--- src/rtl/hn_pkg.sv ---
package hn_pkg;
  typedef enum logic [2:0] {
    ST_IDLE,
    ST_ADDR,
    ST_DEV,
    ST_LO,
    ST_HI,
    ST_END,
    ST_SKIP
  } hn_state_e;
endpackage

--- src/rtl/hn_frame.sv ---
module hn_frame
  import hn_pkg::*;
#(
  parameter int BYTE_W = 8,
  localparam int ADDR_W = BYTE_W - 1,
  localparam int WORD_W = 2 * BYTE_W
) (
  input  logic              clk,
  input  logic              rst_n,
  input  logic [ADDR_W-1:0] own_addr,
  input  logic              ev_start,
  input  logic              ev_stop,
  input  logic              byte_vld,
  input  logic [BYTE_W-1:0] byte_dat,
  output logic              ack,
  output logic              post,
  output logic [ADDR_W-1:0] cap_dev,
  output logic [WORD_W-1:0] cap_word
);

  hn_state_e         state_q, state_d;
  logic [ADDR_W-1:0] dev_q;
  logic [BYTE_W-1:0] lo_q, hi_q;
  logic              dev_en, lo_en, hi_en;
  logic              addr_hit;

  assign addr_hit = (byte_dat[BYTE_W-1:1] == own_addr) && !byte_dat[0];

  // Next-state logic: START wins over STOP, STOP wins over a byte.
  always_comb begin
    state_d = state_q;
    ack     = 1'b0;
    post    = 1'b0;
    dev_en  = 1'b0;
    lo_en   = 1'b0;
    hi_en   = 1'b0;
    if (ev_start) begin
      state_d = ST_ADDR;
    end else if (ev_stop) begin
      post    = (state_q == ST_END);
      state_d = ST_IDLE;
    end else if (byte_vld) begin
      unique case (state_q)
        ST_ADDR: begin
          if (addr_hit) begin
            ack     = 1'b1;
            state_d = ST_DEV;
          end else begin
            state_d = ST_SKIP;
          end
        end
        ST_DEV: begin
          ack     = 1'b1;
          dev_en  = 1'b1;
          state_d = ST_LO;
        end
        ST_LO: begin
          ack     = 1'b1;
          lo_en   = 1'b1;
          state_d = ST_HI;
        end
        ST_HI: begin
          ack     = 1'b1;
          hi_en   = 1'b1;
          state_d = ST_END;
        end
        ST_END:  state_d = ST_SKIP;
        default: state_d = state_q;
      endcase
    end
  end

  always_ff @(posedge clk or negedge rst_n) begin
    if (!rst_n) begin
      state_q <= ST_IDLE;
    end else begin
      state_q <= state_d;
    end
  end

  always_ff @(posedge clk or negedge rst_n) begin
    if (!rst_n) begin
      dev_q <= '0;
      lo_q  <= '0;
      hi_q  <= '0;
    end else begin
      if (dev_en) dev_q <= byte_dat[BYTE_W-1:1];
      if (lo_en)  lo_q  <= byte_dat;
      if (hi_en)  hi_q  <= byte_dat;
    end
  end

  assign cap_dev  = dev_q;
  assign cap_word = {hi_q, lo_q};


  long_frame_no_post_chk: assert property (@(posedge clk) disable iff (!rst_n)
    (state_q == ST_END && byte_vld && !ev_start && !ev_stop) |=> !post);

endmodule

--- src/rtl/hn_hold.sv ---
module hn_hold #(
  parameter int BYTE_W = 8,
  localparam int ADDR_W = BYTE_W - 1,
  localparam int WORD_W = 2 * BYTE_W
) (
  input  logic              clk,
  input  logic              rst_n,
  input  logic              post,
  input  logic [ADDR_W-1:0] cap_dev,
  input  logic [WORD_W-1:0] cap_word,
  input  logic              clr,
  output logic              notify,
  output logic              irq,
  output logic              ovf,
  output logic [ADDR_W-1:0] dev_o,
  output logic [WORD_W-1:0] word_o
);

  logic              irq_q, irq_d;
  logic              ovf_q, ovf_d;
  logic              notify_q;
  logic              load;
  logic [ADDR_W-1:0] dev_q;
  logic [WORD_W-1:0] word_q;

  // A clear in the same cycle frees the slot for an arriving post.
  always_comb begin
    irq_d = irq_q;
    ovf_d = ovf_q;
    load  = 1'b0;
    if (clr) begin
      irq_d = 1'b0;
      ovf_d = 1'b0;
    end
    if (post) begin
      if (!irq_q || clr) begin
        load  = 1'b1;
        irq_d = 1'b1;
      end else begin
        ovf_d = 1'b1;
      end
    end
  end

  always_ff @(posedge clk or negedge rst_n) begin
    if (!rst_n) begin
      irq_q    <= 1'b0;
      ovf_q    <= 1'b0;
      notify_q <= 1'b0;
    end else begin
      irq_q    <= irq_d;
      ovf_q    <= ovf_d;
      notify_q <= load;
    end
  end

  always_ff @(posedge clk or negedge rst_n) begin
    if (!rst_n) begin
      dev_q  <= '0;
      word_q <= '0;
    end else if (load) begin
      dev_q  <= cap_dev;
      word_q <= cap_word;
    end
  end

  assign notify = notify_q;
  assign irq    = irq_q;
  assign ovf    = ovf_q;
  assign dev_o  = dev_q;
  assign word_o = word_q;


  notify_single_chk: assert property (@(posedge clk) disable iff (!rst_n)
    notify_q && !clr |=> !notify_q);

  irq_sticky_chk: assert property (@(posedge clk) disable iff (!rst_n)
    irq_q && !clr |=> irq_q);

  held_data_chk: assert property (@(posedge clk) disable iff (!rst_n)
    irq_q && !clr |=> $stable(dev_q) && $stable(word_q));

  ovf_needs_pending_chk: assert property (@(posedge clk) disable iff (!rst_n)
    $rose(ovf_q) |-> $past(irq_q));

endmodule

--- src/rtl/hn_notify_rx.sv ---
module hn_notify_rx #(
  parameter int BYTE_W = 8,
  localparam int ADDR_W = BYTE_W - 1,
  localparam int WORD_W = 2 * BYTE_W
) (
  input  logic              clk,
  input  logic              rst_n,
  input  logic [ADDR_W-1:0] own_addr,
  input  logic              ev_start,
  input  logic              ev_stop,
  input  logic              byte_vld,
  input  logic [BYTE_W-1:0] byte_dat,
  output logic              ack,
  input  logic              clr,
  output logic              notify,
  output logic              irq,
  output logic              ovf,
  output logic [ADDR_W-1:0] dev_addr,
  output logic [WORD_W-1:0] status
);

  logic [1:0]        rst_sync_q;
  logic              rst_s_n;
  logic              post;
  logic [ADDR_W-1:0] cap_dev;
  logic [WORD_W-1:0] cap_word;

  // Assert at once, release after two clock edges.
  always_ff @(posedge clk or negedge rst_n) begin
    if (!rst_n) begin
      rst_sync_q <= 2'b00;
    end else begin
      rst_sync_q <= {rst_sync_q[0], 1'b1};
    end
  end
  assign rst_s_n = rst_sync_q[1];

  hn_frame #(.BYTE_W(BYTE_W)) u_frame (
    .clk      (clk),
    .rst_n    (rst_s_n),
    .own_addr (own_addr),
    .ev_start (ev_start),
    .ev_stop  (ev_stop),
    .byte_vld (byte_vld),
    .byte_dat (byte_dat),
    .ack      (ack),
    .post     (post),
    .cap_dev  (cap_dev),
    .cap_word (cap_word)
  );

  hn_hold #(.BYTE_W(BYTE_W)) u_hold (
    .clk      (clk),
    .rst_n    (rst_s_n),
    .post     (post),
    .cap_dev  (cap_dev),
    .cap_word (cap_word),
    .clr      (clr),
    .notify   (notify),
    .irq      (irq),
    .ovf      (ovf),
    .dev_o    (dev_addr),
    .word_o   (status)
  );


  notify_after_stop_chk: assert property (@(posedge clk) disable iff (!rst_s_n)
    notify |-> $past(ev_stop));

  clr_clears_chk: assert property (@(posedge clk) disable iff (!rst_s_n)
    clr && !ev_stop |=> !irq && !ovf);

endmodule

--- config.mk ---
export PLATFORM = sky130hd
export DESIGN_NAME = hn_notify_rx
export DESIGN_NICKNAME = d
export VERILOG_FILES = /design/src/rtl/hn_pkg.sv /design/src/rtl/hn_frame.sv /design/src/rtl/hn_hold.sv /design/src/rtl/hn_notify_rx.sv
export SDC_FILE = /design/constraint.sdc
export NUM_CORES = 1
export LEC_CHECK = 0
export ABC_CLOCK_PERIOD_IN_PS = 1900
export CAP_MARGIN = 20
export CORE_AREA = 5 5 74 76
export DETAILED_ROUTE_END_ITERATION = 8
export DIE_AREA = 0 0 79 81
export MAX_ROUTING_LAYER = met4
export PLACE_DENSITY = 0.87
export SLEW_MARGIN = 15
export SYNTH_ARGS = -nofsm -noshare
export SYNTH_HDL_FRONTEND = slang
export SYNTH_SLANG_ARGS = --single-unit
--- constraint.sdc ---
create_clock -name clk -period 1.9 [get_ports clk]
set_input_delay 0.285 -clock clk [delete_from_list [all_inputs] [get_ports clk]]
set_output_delay 0.285 -clock clk [all_outputs]
set_load 0.01 [all_outputs]
; ---- After elaboration in Yosys (flattened, before gate mapping)
; Index checks and enable logic that the tools add are counted.
[word_totals]
ramBits = 0
wordCells = 56
input_bits = 21
memories = 0
register_bits = 54
romBits = 0
latch_bits = 0
output_inout_bits = 27
[classes]
n_mux = 32
n_eq_ne = 6
addsub = 0
n_shift = 0
n_reduce_logical = 8
n_bitwise = 0
n_mul = 0
order_cmp = 0
div_mod_pow = 0
[op_table]
columns = operator, count
row1 = $mux 1, 26
row2 = $pmux 3 s5, 1
row3 = $mux 3, 4
row4 = $eq 7x7->1, 1
row5 = $reduce_bool 7->1, 1
row6 = $eq 3x2->1 const B, 2
row7 = $eq 3x3->1 const B, 2
row8 = $eq 3x1->1 const B, 1
row9 = $reduce_bool 3->1, 1
row10 = $reduce_or 3->1, 1
row11 = $logic_not 1->1, 2
row12 = $pmux 1 s2, 1
row13 = $reduce_and 2->1, 1
row14 = $logic_and 1x1->1, 1
row15 = $logic_or 1x1->1, 1

; ---- Logic depth before layout (Yosys ltp)
[logic_depth]
depth_word = 7
mapped_depth = 6
depth_no_buf = 4

; ---- Hierarchy
; Synthesis repeated with hierarchy kept, for this count alone.
[unflattened]
cells_unflattened = 142
hier_area_um2 = 2290.9
[modules_own_cells]
columns = module, area_each_um2, cells_per_inst, n_inst, seq_area_each_um2
row1 = hn_frame, 1189.9, 82, 1, 650.6
row2 = hn_hold, 1047.3, 57, 1, 650.6
row3 = hn_notify_rx, 53.8, 3, 1, 50.0

; ---- Least setup slack after synthesis
; OpenSTA, ideal clock, no wires.
[synth_timing]
path_kind = reg2reg
startpoint = register u_frame.state_q[1]
endpoint = register u_hold.dev_q[2], in the netlist u_hold.dev_o[2]
n_path_buf = 1
t_arrival_ns = 1.549
synth_period_minus_slack_ns = 1.674
stages_incl_launch_ff = 5
required_time_ns = 1.775
setup_slack_ns = 0.226
path_cell_list = dfrtp_1 nor4b_4 a21boi_4 buf_12 mux2_4
[synth_between]
elab_chain_len = 4
[synth_lines]
columns = item, line
row1 = "start, declared", hn_frame.sv:21  ; hn_state_e state_q, state_d;
row2 = "start signal, assigned", hn_frame.sv:77  ; state_q <= state_d;
row3 = $eq 3x3->1, hn_frame.sv:40  ; post = (state_q == ST_END);
row4 = $mux 1, hn_frame.sv:39  ; end else if (ev_stop) begin
row5 = $mux 1, hn_frame.sv:37  ; if (ev_start) begin
row6 = $mux 1, hn_hold.sv:35  ; if (post) begin
row7 = "end signal, assigned", hn_hold.sv:62  ; dev_q <= cap_dev;
row8 = "end, declared", hn_hold.sv:23  ; logic [ADDR_W-1:0] dev_q;
; Every way passes these cells.
; A chain may end at the register's enable or synchronous reset.

; ---- Worst setup path in the final report
[layout_timing]
startpoint = input port own_addr[1]
endpoint = output port ack
[layout_between]
elab_chain_len = 7
[layout_lines]
columns = item, line
row1 = "start, declared", hn_notify_rx.sv:8  ; input logic [ADDR_W-1:0] own_addr,
row2 = $eq 7x7->1, hn_frame.sv:27  ; assign addr_hit = (byte_dat[BYTE_W-1:1] == own_addr) && !byte_dat[0];
row3 = $logic_and 1x1->1, hn_frame.sv:27
row4 = $mux 1, hn_frame.sv:45  ; if (addr_hit) begin
row5 = $pmux 1 s2, hn_frame.sv:43  ; unique case (state_q)
row6 = $mux 1, hn_frame.sv:42  ; end else if (byte_vld) begin
row7 = $mux 1, hn_frame.sv:39
row8 = $mux 1, hn_frame.sv:37
row9 = "end, declared", hn_notify_rx.sv:13  ; output logic ack,
; Every way passes these cells.

==> impl_metrics.env <==
export IMPL_status="finished clean"
export IMPL_ctsRootBufferMaster="clkbuf_8"
export IMPL_grt_pass1_wl_um=7150
export IMPL_period_needed_ps=1790
export IMPL_fin_crit_sh_pct=94.3
export IMPL_postRouteAntennaNets=0
export IMPL_synth_top_area_share_pct=59.3
export IMPL_routed_wl_um=4340
export IMPL_num_io_pins=48
export IMPL_synth_most_common_cell="dfrtp_1"
export IMPL_synth_fp_nets=164
export IMPL_ys_top_cells_by_count="dfrtp_1, mux2_2, mux2_4, xor2_1, nand2_1"
export IMPL_endpoint_kind="output port"
export IMPL_synth_edf_count=0
export IMPL_post_cts_buffers=0
export IMPL_fp_dieW_um=79
export IMPL_cts_tree="yes"
export IMPL_gp_congestion=0.760
export IMPL_htree_levels=2
export IMPL_synthArstFlopShare_pct=100
export IMPL_netlist_area_um2=2280
export IMPL_core_area_um2=4660
export IMPL_top_usage_layer="met2"
export IMPL_reg2reg_to="u_hold.word_o[14]"
export IMPL_wl_per_cell_um=16.1
export IMPL_synth_area_leaders="dfrtp_1, mux2_2, mux2_4"
export IMPL_r2r_cells=4
export IMPL_grt_max_degree=53
export IMPL_drive_above_1_share_pct=38.1
export IMPL_first_pass_iters=4
export IMPL_cp_data_required_time_ps=1620
export IMPL_row_count=25
export IMPL_use_met3_pct=4.43
export IMPL_path_class="input pin to output port"
export IMPL_hp_class="input pin to async pin"
export IMPL_antenna_found_initial=0
export IMPL_start_kind="input pin"
export IMPL_worst_pin_slew_ps=618
export IMPL_maxSlewViolCount=0
export IMPL_via_per_inst=5.14
export IMPL_grt_overflow=0
export IMPL_whs_ps=136
export IMPL_drc=0
export IMPL_clkSlewWorstSetupHoldPaths_ps=90
export IMPL_setup_ws_ps=109
export IMPL_die_h_um=81
export IMPL_max_vdd_ir_drop_v=0.000464
export IMPL_power_density_nw_per_um2=731
export IMPL_initial_core_util_pct=48.9
export IMPL_syn_area_per_cell_um2=15.9
export IMPL_nets=235
export IMPL_yosys_area_top_type="dfrtp_1"
export IMPL_yosysWarningCount=0
export IMPL_antenna_cells=0
export IMPL_fin_skew_ps=13.7
export IMPL_max_slew_margin_pct=58.8
export IMPL_maxCapViolations=0
export IMPL_port_buffers=47
export IMPL_dp_hpwl_um=3290
export IMPL_ff2ff_setup_slack_ps=120
export IMPL_setup_viol=0
export IMPL_clock_path_buffers=2
export IMPL_clock_sinks=54
export IMPL_fillers=316
export IMPL_leakagePower_uw=0.00150
export IMPL_synthCells=143
export IMPL_grt_met2_usage_pct=24.5
export IMPL_gr_usage_met1_pct=18.6
export IMPL_die_area_um2=6400
export IMPL_grt_pass1_vias=1473
export IMPL_timing_fmax_ghz=0.558
export IMPL_place_ws_ps=-502
export IMPL_area_delta_synth_final_pct=34.7
export IMPL_drtIter0Drc=85
export IMPL_critical_path_arrival_ps=1510
export IMPL_reg2reg_from="u_frame.state_q[1]"
export IMPL_ys_seq_elements=54
export IMPL_seq_area_frac_synth_pct=59.3
export IMPL_postCtsHoldBufs=0
export IMPL_track_usage_pct=15.6
export IMPL_path_max_fanout=2
export IMPL_final_hold_viol_count=0
export IMPL_worstSkewPairLatency_ps=310
export IMPL_ys_types=28
export IMPL_cts_buffers=5
export IMPL_synth_flop_cell="dfrtp_1"
export IMPL_num_vias=1382
worst max-delay path: stages:
cell and delay, ps:
clkdlybuf4s50_1 410, xor2_1 170, nor4_1 260, nand2_1 100
o21ai_1 130, buf_2 150
cell families (layout without fill, tap and decap cells):
family	after synthesis	in the layout	synth area share, %
xor+xnor	7	7	2.69
flops	54	54	59.3
other cells	1	1	0.165
simple gates	19	19	5.38
compound gates	12	12	4.17
mux	46	46	25.9
buf+inv	4	76	2.42
power by group:
part,internal (µW),switching [µW],total [µW],leakage [µW]
combinational,198,115,313,0.000723
sequential,1240,52.5,1290,0.000733
clock,264,375,639,0.0000408
total,1700,542,2240,0.00150
per-stage QoR:
step / total power, µW / TNS [ps] / area [µm²] / instances / util, %
floorplan: 1460 / 0 / 2280 / 143 / -
global route: 2350 / -9.97 / 3070 / 269 / 65.9
global placement: 1620 / -4660 / 2970 / 261 / 63.7
detailed placement: 1640 / -5200 / 2970 / 261 / 63.7
finish: 2240 / 0 / 3070 / 269 / 65.9
CTS: 2270 / 0 / 3050 / 269 / 65.5
placed cells by master, fill, tap and decap left out, types with 2 or more instances in the layout:
cell type / n
a21oi_1: 2
buf_12: 4
buf_4: 16
clkbuf_8: 5
clkdlybuf4s50_1: 37
clkinvlp_4: 2
dfrtp_1: 53
dlygate4sd2_1: 2
dlymetal6s2s_1: 7
mux2_2: 27
mux2_4: 19
nand2_1: 5
nor2_1: 3
nor2b_1: 2
nor4_1: 2
o21ai_0: 2
xor2_1: 7
routing by layer:
| metal | vias up | wire (µm) | part of all wire [%] |
|---|---|---|---|
| met5 | - | 0 | 0 |
| li1 | 651 | - | - |
| met1 | 697 | 1890 | 44 |
| met2 | 23 | 2170 | 50 |
| met4 | 0 | 136 | 3.1 |
| met3 | 11 | 147 | 3.4 |
cell type report:
type                       count  area, µm²  share of cell area (%)
inverter                       1       3.75                   0.122
tap                           54       67.6                    2.20
clock inverter                 3       23.8                   0.775
clock buffer                   5       68.8                    2.24
timing repair buffer          67        681                    22.2
multi-input combinational     85        872                    28.4
sequential                    54       1350                    44.1
flip-flops by register name, indices dropped and copies added, names as in the netlist:
signal	count
u_hold.irq	1
u_hold.dev_o	7
u_frame.lo_q	8
u_frame.state_q	3
rst_sync_q	2
u_hold.word_o	16
u_frame.hi_q	8
u_frame.cap_dev	7
u_hold.notify	1
u_hold.ovf	1
how the worst max path moves through the flow:
stage,startpoint,end
CTS,byte_dat[3],ack
finish,own_addr[1],ack
floorplan,u_frame.state_q[1],u_hold.dev_o[2]
global route,byte_dat[6],ack
global placement,byte_dat[7],ack
detailed placement,byte_dat[7],ack
what timing repair did:
| action | CTS | global route |
|---|---|---|
| endpoints found under the hold margin | 0 | 0 |
| pin swaps | 2 | 4 |
| setup endpoints to repair | 1 | 1 |
| resized for setup | 8 | 7 |
No activity file was read; power rests on OpenSTA's default activity.
